$ cat config.mk
export PLATFORM = sky130hd
export DESIGN_NAME = systick_cmp_timer
export DESIGN_NICKNAME = d
export VERILOG_FILES = /design/src/rtl/stimer_pkg.sv /design/src/rtl/stimer_counter.sv /design/src/rtl/stimer_channel.sv /design/src/rtl/stimer_rdmux.sv /design/src/rtl/systick_cmp_timer.sv
export SDC_FILE = /design/constraint.sdc
export NUM_CORES = 1
export LEC_CHECK = 0
export BUFFER_PORTS_ARGS = -buffer_cell sky130_fd_sc_hd__buf_2
export CAP_MARGIN = 20
export CORE_MARGIN = 2
export CORE_UTILIZATION = 57
export CTS_CLUSTER_DIAMETER = 100
export CTS_CLUSTER_SIZE = 24
export DETAILED_ROUTE_END_ITERATION = 10
export PLACE_DENSITY_LB_ADDON = 0.12
export SLEW_MARGIN = 0
export SYNTH_ARGS = -nofsm -noshare
export SYNTH_HDL_FRONTEND = slang
export SYNTH_HIERARCHICAL = 1
export SYNTH_SLANG_ARGS = --single-unit
$ cat constraint.sdc
create_clock -name clk -period 2.4 [get_ports clk]
set_input_delay 0.48 -clock clk [delete_from_list [all_inputs] [get_ports clk]]
set_output_delay 0.48 -clock clk [all_outputs]
set_load 0.02 [all_outputs]
$ cat src/rtl/stimer_pkg.sv
package stimer_pkg;
  // word addresses; compare n lives at CMP_BASE + n
  localparam int STAT_ADDR = 0;
  localparam int LO_ADDR   = 1;
  localparam int HI_ADDR   = 2;
  localparam int CMP_BASE  = 3;
endpackage

$ cat src/rtl/stimer_counter.sv
module stimer_counter #(
  parameter int DATA_W = 32
) (
  input  logic                  clk,
  input  logic                  rst_n,
  input  logic                  tick_en,
  output logic [2*DATA_W-1:0]   cnt_o
);
  localparam int CW = 2 * DATA_W;

  logic [CW-1:0] cnt_q;

  // full-width increment; the carry into the upper word falls out naturally
  function automatic logic [CW-1:0] bump(input logic [CW-1:0] v);
    return v + CW'(1);
  endfunction

  always_ff @(posedge clk) begin
    if (!rst_n)       cnt_q <= '0;
    else if (tick_en) cnt_q <= bump(cnt_q);
  end

  assign cnt_o = cnt_q;
endmodule

$ cat src/rtl/stimer_channel.sv
module stimer_channel #(
  parameter int DATA_W = 32
) (
  input  logic              clk,
  input  logic              rst_n,
  input  logic              tick_en,
  input  logic              cmp_we,
  input  logic [DATA_W-1:0] wdata,
  input  logic [DATA_W-1:0] cnt_lo,
  input  logic              clr,
  output logic [DATA_W-1:0] cmp_o,
  output logic              hit_o,
  output logic              flag_o
);
  logic [DATA_W-1:0] cmp_q;
  logic              flag_q;

  // a match beats a same-cycle clear
  function automatic logic flag_next(input logic cur, input logic hit,
                                     input logic clear);
    return hit | (cur & ~clear);
  endfunction

  assign hit_o = tick_en && (cnt_lo == cmp_q);

  always_ff @(posedge clk) begin
    if (!rst_n)      cmp_q <= '0;
    else if (cmp_we) cmp_q <= wdata;
  end

  always_ff @(posedge clk) begin
    if (!rst_n) flag_q <= 1'b0;
    else        flag_q <= flag_next(flag_q, hit_o, clr);
  end

  assign cmp_o  = cmp_q;
  assign flag_o = flag_q;
endmodule

$ cat src/rtl/stimer_rdmux.sv
module stimer_rdmux
  import stimer_pkg::*;
#(
  parameter int DATA_W = 32,
  parameter int NUM_CH = 4,
  parameter int ADDR_W = 3
) (
  input  logic                     rd_en,
  input  logic [ADDR_W-1:0]        addr,
  input  logic [NUM_CH-1:0]        status,
  input  logic [2*DATA_W-1:0]      cnt,
  input  logic [NUM_CH*DATA_W-1:0] cmp_flat,
  output logic [DATA_W-1:0]        rdata
);
  always_comb begin
    rdata = '0;
    if (rd_en) begin
      if (int'(addr) == STAT_ADDR)    rdata[NUM_CH-1:0] = status;
      else if (int'(addr) == LO_ADDR) rdata = cnt[DATA_W-1:0];
      else if (int'(addr) == HI_ADDR) rdata = cnt[2*DATA_W-1:DATA_W];
      else begin
        for (int n = 0; n < NUM_CH; n++)
          if (int'(addr) == CMP_BASE + n) rdata = cmp_flat[n*DATA_W +: DATA_W];
      end
    end
  end
endmodule

$ cat src/rtl/systick_cmp_timer.sv
module systick_cmp_timer
  import stimer_pkg::*;
#(
  parameter int DATA_W = 32,
  parameter int NUM_CH = 4,
  parameter int ADDR_W = $clog2(NUM_CH + CMP_BASE)
) (
  input  logic              clk,
  input  logic              rst_n,
  input  logic              tick_en,
  input  logic              bus_valid,
  input  logic              bus_write,
  input  logic [ADDR_W-1:0] bus_addr,
  input  logic [DATA_W-1:0] bus_wdata,
  output logic [DATA_W-1:0] bus_rdata,
  output logic [NUM_CH-1:0] irq
);
  localparam int CW = 2 * DATA_W;

  // named internal events, visible to the bound checker
  logic [CW-1:0]            cnt_w;
  logic [NUM_CH-1:0]        hit_vec;
  logic [NUM_CH-1:0]        clr_vec;
  logic [NUM_CH-1:0]        status_vec;
  logic [NUM_CH-1:0]        cmp_we_vec;
  logic [NUM_CH*DATA_W-1:0] cmp_flat;
  logic                     wr_acc;
  logic                     rd_acc;
  logic                     stat_wr;

  assign wr_acc  = bus_valid && bus_write;
  assign rd_acc  = bus_valid && !bus_write;
  assign stat_wr = wr_acc && (int'(bus_addr) == STAT_ADDR);
  assign clr_vec = stat_wr ? bus_wdata[NUM_CH-1:0] : '0;

  stimer_counter #(.DATA_W(DATA_W)) cnt_i (
    .clk     (clk),
    .rst_n   (rst_n),
    .tick_en (tick_en),
    .cnt_o   (cnt_w)
  );

  for (genvar n = 0; n < NUM_CH; n++) begin : g_ch
    assign cmp_we_vec[n] = wr_acc && (int'(bus_addr) == CMP_BASE + n);

    stimer_channel #(.DATA_W(DATA_W)) ch_i (
      .clk     (clk),
      .rst_n   (rst_n),
      .tick_en (tick_en),
      .cmp_we  (cmp_we_vec[n]),
      .wdata   (bus_wdata),
      .cnt_lo  (cnt_w[DATA_W-1:0]),
      .clr     (clr_vec[n]),
      .cmp_o   (cmp_flat[n*DATA_W +: DATA_W]),
      .hit_o   (hit_vec[n]),
      .flag_o  (status_vec[n])
    );
  end

  stimer_rdmux #(.DATA_W(DATA_W), .NUM_CH(NUM_CH), .ADDR_W(ADDR_W)) rd_i (
    .rd_en    (rd_acc),
    .addr     (bus_addr),
    .status   (status_vec),
    .cnt      (cnt_w),
    .cmp_flat (cmp_flat),
    .rdata    (bus_rdata)
  );

  assign irq = status_vec;
endmodule

==> metrics.md, run 1 <==
| Metric | Value |
|---|---|
| Placed insts | `1,676` |
| WL per Instance | `22.7 µm` |
| Clock skew | `0.0156 ns` |
| Share of cells above drive strength 1 | `20.4%` |
| Synth Cell Area | `12,300 µm²` |
| Setup ws final | `0.0329 ns` |
| Nets | `1,461` |
| Crit. End Element | `output port` |
| Iteration-0 DRC Markers | `1,358` |
| Avg Cell Area, Syn | `9.28 µm²` |
| Internal Power | `5120 µW` |
| Routed via count | `10,681` |
| Yosys warns | `6` |
| Mapped Cells | `1,320` |
| CP max FO | `27` |
| Register area | `3930 µm²` |
| Die Area | `22,700 µm²` |
| Reg clk slew, reported paths | `0.09 ns` |
| Total congestion overflow | `0` |
| Worst path required time | `1.92 ns` |
| Clock sinks | `196` |
| Htree depth | `4` |
| Seq pwr share | `47.1%` |
| Site Rows | `53` |
| CORE AREA | `21,100 µm²` |
| Antenna violations before repair | `1` |
| CP Class | `primary input to output port` |
| Synth-to-Final Area Change | `14.6%` |
| N_diodes | `0` |
| Final setup viols | `0` |
| Final Hold Fails | `0` |
| Final Non-Filler Cells | `1,708` |
| Filler cell count | `1,758` |
| Initial Utilization | `58.1%` |
| Drt pass-1 iters | `6` |
| Die Y | `151 µm` |
| Startpoint Class | `primary input` |
| Most common cell after layout, fill and taps aside | `dfxtp_1` |
| Relative slew slack | `57.8%` |
| Fin Hold WS | `0.337 ns` |
| CTS max path bufs | `2` |
| DRT antenna net count | `0` |
| Logic pwr share | `10.5%` |
| Switching power | `1970 µW` |
| Sw Ratio | `27.8%` |
| Worst R2R Path Depth | `6` |
| HP Class | `primary input to register` |
| Later-pin clock latency in the skew report | `0.45 ns` |
| Final core occ | `66.6%` |
| Largest net degree at the start of global routing | `83` |
| Most frequent cells in the layout | `dfxtp_1 (195), mux2i_1 (137), nor2b_1 (128)` |
| Chip Width | `151 µm` |
| CTS root buf | `clkbuf_16` |
| Pwr/cell area | `505 nW/µm²` |
| Vias in the first global route | `9,917` |
| Final worst path period share | `98.6%` |
| Remaining DRCs | `0` |
| Final Slew Violations | `0` |
| Syn_nets | `1,361` |
| I/O pin cnt | `76` |
| Setup TNS | `0 ns` |
| RePlAce Congestion | `1.05` |
| Worst path arrival time | `1.89 ns` |
| CTS Hold Bufs | `0` |
| WL final | `38,700 µm` |
| Via-to-Cell Ratio | `6.25` |
| WHS Path Cells | `3` |
| Post-DP HPWL | `28,600 µm` |
| Number of buffers added on ports | `75` |
| Peak supply drop | `0.413 mV` |
| First-pass GRT wire length | `58,900 µm` |
| Area occupied by multi-input gates | `7770 µm²` |
| Fmax | `0.422 GHz` |
| Clk network pwr share | `42.4%` |
| TritonCTS buffer count | `17` |
| Tightest Pin Transition | `0.633 ns` |
| Clock tree from TritonCTS | `built` |
| Post CTS Setup Buffer Count | `0` |
| Lkg Pwr | `0.00506 µW` |
| Max-Cap Viols | `0` |
| Status | `complete, no violations` |
| Total track usage | `34.2%` |
| Pre-CTS WS | `-0.0777 ns` |
| Fin crit period | `2.37 ns` |
| Unrepaired setup endpoints after global routing | `true` |
[cell type report]
class | instances | share of cell area (%)
Sequential cell | 196 | 28.0
Clock buffer | 18 | 3.06
Tap cell | 275 | 2.45
Clock inverter | 14 | 1.28
Multi-Input combinational cell | 1002 | 55.4
Timing Repair Buffer | 169 | 8.97
Inverter | 34 | 0.909
[worst max-delay path: stages]
cell and delay (ns):
buf_6 0.20, buf_4 0.25, mux2_4 0.33, a211oi_2 0.30, o22ai_1 0.14, buf_2 0.18
[sequential cells by signal, indices dropped and copies added (netlist names)]
signal	flops
g_ch.ch_i/cmp_o	128
cnt_i/cnt_o	64
g_ch.ch_i/flag_o	4
[through the flow]
step | instance area, µm² | total power (µW)
6_report | 14000 | 7090
5_1_grt | 14000 | 7290
4_1_cts | 14000 | 7090
3_5_place_dp | 13400 | 4140
3_3_place_gp | 13400 | 4130
2_1_floorplan | 12300 | 3850
[per-layer routing]
metal / global-route usage [%] / wire [µm] / vias up
met5: 0 / 0 / -
met4: 7.76 / 666 / 0
met3: 4.48 / 2770 / 49
met2: 53.4 / 17200 / 427
met1: 50.3 / 18000 / 5201
li1: - / - / 5004
[timing repair]
action	4_1_cts	5_1_grt
endpoints found under the hold margin	0	0
endpoints found under the setup margin	9	7
resized for setup	2	5
[final timing paths]
path	start	end	slack, ns
max	bus_addr[0]	bus_rdata[19]	0.03
min	bus_wdata[26]	g_ch[2].ch_i/cmp_o[26]	0.34
max reg2reg	cnt_i/cnt_o[35]	cnt_i/cnt_o[53]	0.24
min reg2reg	cnt_i/cnt_o[51]	cnt_i/cnt_o[51]	0.53
[power groups by stage]
stage / clock (µW) / sequential [µW] / combinational [µW]
finish: 3010 / 3340 / 742
global route: 3160 / 3350 / 784
CTS: 3030 / 3340 / 729
detailed placement: 0 / 3420 / 725
global placement: 0 / 3420 / 719
floorplan: 0 / 3420 / 432
(Power assumes the default switching activity.)
==> run 2, diff against run 1 <==
--- a/config.mk
+++ b/config.mk
@@ -16,5 +16,4 @@
 export SLEW_MARGIN = 0
 export SYNTH_ARGS = -nofsm -noshare
 export SYNTH_HDL_FRONTEND = slang
-export SYNTH_HIERARCHICAL = 1
 export SYNTH_SLANG_ARGS = --single-unit
==> constraint.sdc (replaced) <==
create_clock -name clk -period 3.1 [get_ports clk]
set_input_delay 0.62 -clock clk [delete_from_list [all_inputs] [get_ports clk]]
set_output_delay 0.62 -clock clk [all_outputs]
set_load 0.02 [all_outputs]
==> metrics.md, run 2 <==
| Metric | Value |
|---|---|
| Htree depth | `4` |
| Yosys top cell by area | `dfxtp_1` |
| Status | `complete, no violations` |
| Met3 wire length | `4830 µm` |
| Fin area | `12,400 µm²` |
| Site Rows | `50` |
| Drt pass-1 iters | `6` |
| Unrepaired setup endpoints after global routing | `false` |
| Max-Cap Viols | `0` |
| Antenna violations before repair | `0` |
| TritonCTS buffer count | `17` |
| WL per Instance | `23.2 µm` |
| Routed via count | `11,133` |
| DRT antenna net count | `0` |
| Register area share after synthesis | `35.5%` |
| CTS Hold Bufs | `0` |
| R2r startpoint | `cnt_i.cnt_o[3]` |
| Seq pwr share | `46.7%` |
| Final core occ | `65.7%` |
| Worst path required time | `2.48 ns` |
| CP Class | `primary input to output port` |
| Syn_nets | `1,481` |
| Yosys reg bits | `196` |
| WL final | `40,300 µm` |
| Sw Ratio | `29.2%` |
| Clock tree from TritonCTS | `built` |
| Pre-CTS WS | `0.249 ns` |
| Yosys warns | `0` |
| Most common cell after layout, fill and taps aside | `nand2_1` |
| Die Y | `143 µm` |
| Reg clk slew, reported paths | `0.09 ns` |
| Relative slew slack | `46.2%` |
| Die Area | `20,500 µm²` |
| Post CTS Setup Buffer Count | `0` |
| Synth-to-Final Area Change | `12.1%` |
| Largest net degree at the start of global routing | `73` |
| Metal-1 WL | `16,800 µm` |
| Post-DP Area | `11,700 µm²` |
| Min-Delay Startpoint | `bus_wdata[9]` |
| Via-to-Cell Ratio | `6.41` |
| CTS max path bufs | `2` |
| Most frequent cells in the layout | `nand2_1 (295), a21oi_1 (231), dfxtp_1 (196)` |
| Initial Utilization | `58.6%` |
| Largest register FFs | `128` |
| Clock skew | `0.0142 ns` |
| Pwr/cell area | `450 nW/µm²` |
| Fin crit period | `2.96 ns` |
| Lkg Pwr | `0.00483 µW` |
| Filler cell count | `1,649` |
| RePlAce Congestion | `1.19` |
| Tightest Pin Transition | `0.801 ns` |
| Share of cells above drive strength 1 | `13.0%` |
| Setup ws final | `0.139 ns` |
| Setup TNS | `0 ns` |
| Nets | `1,504` |
| Remaining DRCs | `0` |
| CORE AREA | `18,800 µm²` |
| Final worst path period share | `95.5%` |
| Total track usage | `39.4%` |
| Final Slew Violations | `0` |
| Commonest cells in the netlist | `nand2_1 (295), a21oi_1 (231), dfxtp_1 (196)` |
| Logic pwr share | `9.5%` |
| CTS root buf | `clkbuf_16` |
| Switching power | `1620 µW` |
| CP max FO | `17` |
| Number of buffers added on ports | `75` |
| Total congestion overflow | `0` |
| Synth Cell Area | `11,000 µm²` |
| Iteration-0 DRC Markers | `1,628` |
| First-pass GRT wire length | `60,100 µm` |
| Clock sinks | `196` |
| Synth cell types | `53` |
| Critical Path Start | `bus_addr[0]` |
| I/O pin cnt | `76` |
| Top FF cell, synth | `dfxtp_1` |
| Later-pin clock latency in the skew report | `0.46 ns` |
| HP Class | `primary input to register` |
| Dominant cells by area after synthesis | `dfxtp_1 (36%), a21oi_1 (10%), nand2_1 (10%)` |
| Fmax | `0.338 GHz` |
| Post-synth EDFFs | `0` |
| Avg Cell Area, Syn | `7.67 µm²` |
| Vias in the first global route | `9,762` |
| Most common cell in the netlist | `nand2_1` |
| Resized Gates After CTS | `0` |
| Final Hold Fails | `0` |
| Clk network pwr share | `43.8%` |
| Mapped Cells | `1,440` |
| Startpoint Class | `primary input` |
| Chip Width | `143 µm` |
| Internal Power | `3940 µW` |
| Crit. End Element | `output port` |
| N_diodes | `0` |
| Met2 wire length | `17,100 µm` |
| Worst path arrival time | `2.34 ns` |
| Post-DP HPWL | `29,200 µm` |
| Top Layer Used | `met4` |
| Power, Total | `5570 µW` |
| Final setup viols | `0` |
| FFs w/ async S/R, synth | `0%` |
| Peak supply drop | `0.530 mV` |
| Top cell type's share of synthesized area | `35.5%` |
## run 2: final timing paths
check | end | slack (ns) | depth (start not counted)
worst max-delay path | bus_rdata[30] | 0.14 | 7
worst min-delay path | g_ch[1].ch_i.cmp_o[9] | 0.42 | 3
worst max register to register | cnt_i.cnt_o[43] | 0.62 | 5
worst min register to register | g_ch[2].ch_i.cmp_o[1] | 0.49 | 2
## run 2: critical path: stages
cell	delay, ns
buf_2	0.22
buf_4	0.31
mux2i_1	0.20
o22ai_1	0.30
o221ai_1	0.17
a21oi_1	0.28
buf_2	0.23
## run 2: power groups by stage
stage | combinational (µW) | sequential (µW) | clock (µW)
finish | 527 | 2600 | 2440
global route | 558 | 2600 | 2540
CTS | 511 | 2600 | 2450
detailed placement | 507 | 2650 | 0
global placement | 510 | 2660 | 0
floorplan | 335 | 2630 | 0
## run 2: final cells by class
class                      instances  area [µm²]  share of cell area (%)
timing repair buffer             141         933                    7.54
clock buffer                      17         425                    3.44
clock inverter                    15         233                    1.88
multi-input combinational       1096        6490                    52.4
sequential                       196        3920                    31.7
tap                              260         325                    2.63
inverter                          11        46.3                   0.374
## run 2: kinds of logic after synthesis
group                      after synthesis  share of synthesized area [%]
xor gates and xnor gates               161                           12.8
adders and majority gates                1                          0.113
AOI/OAI and AO/OA                      384                           20.9
and+or+nand+nor                        534                           23.3
DFF                                    196                           35.5
muxes                                   16                           1.47
buffers and inverters                  148                           5.80
## run 2: through the flow
step,hold slack (ns),instances
after floorplan,0.452,1440
after detailed placement,0.476,1704
final,0.424,1736
after CTS,0.415,1736
after global routing,0.423,1736
after global placement,0.470,1704
## run 2: metal layers
layer	vias up	GRT usage, %
li1	5064	-
met1	5207	56.8
met2	746	57.6
met3	116	8.92
met4	0	13.5
met5	-	0
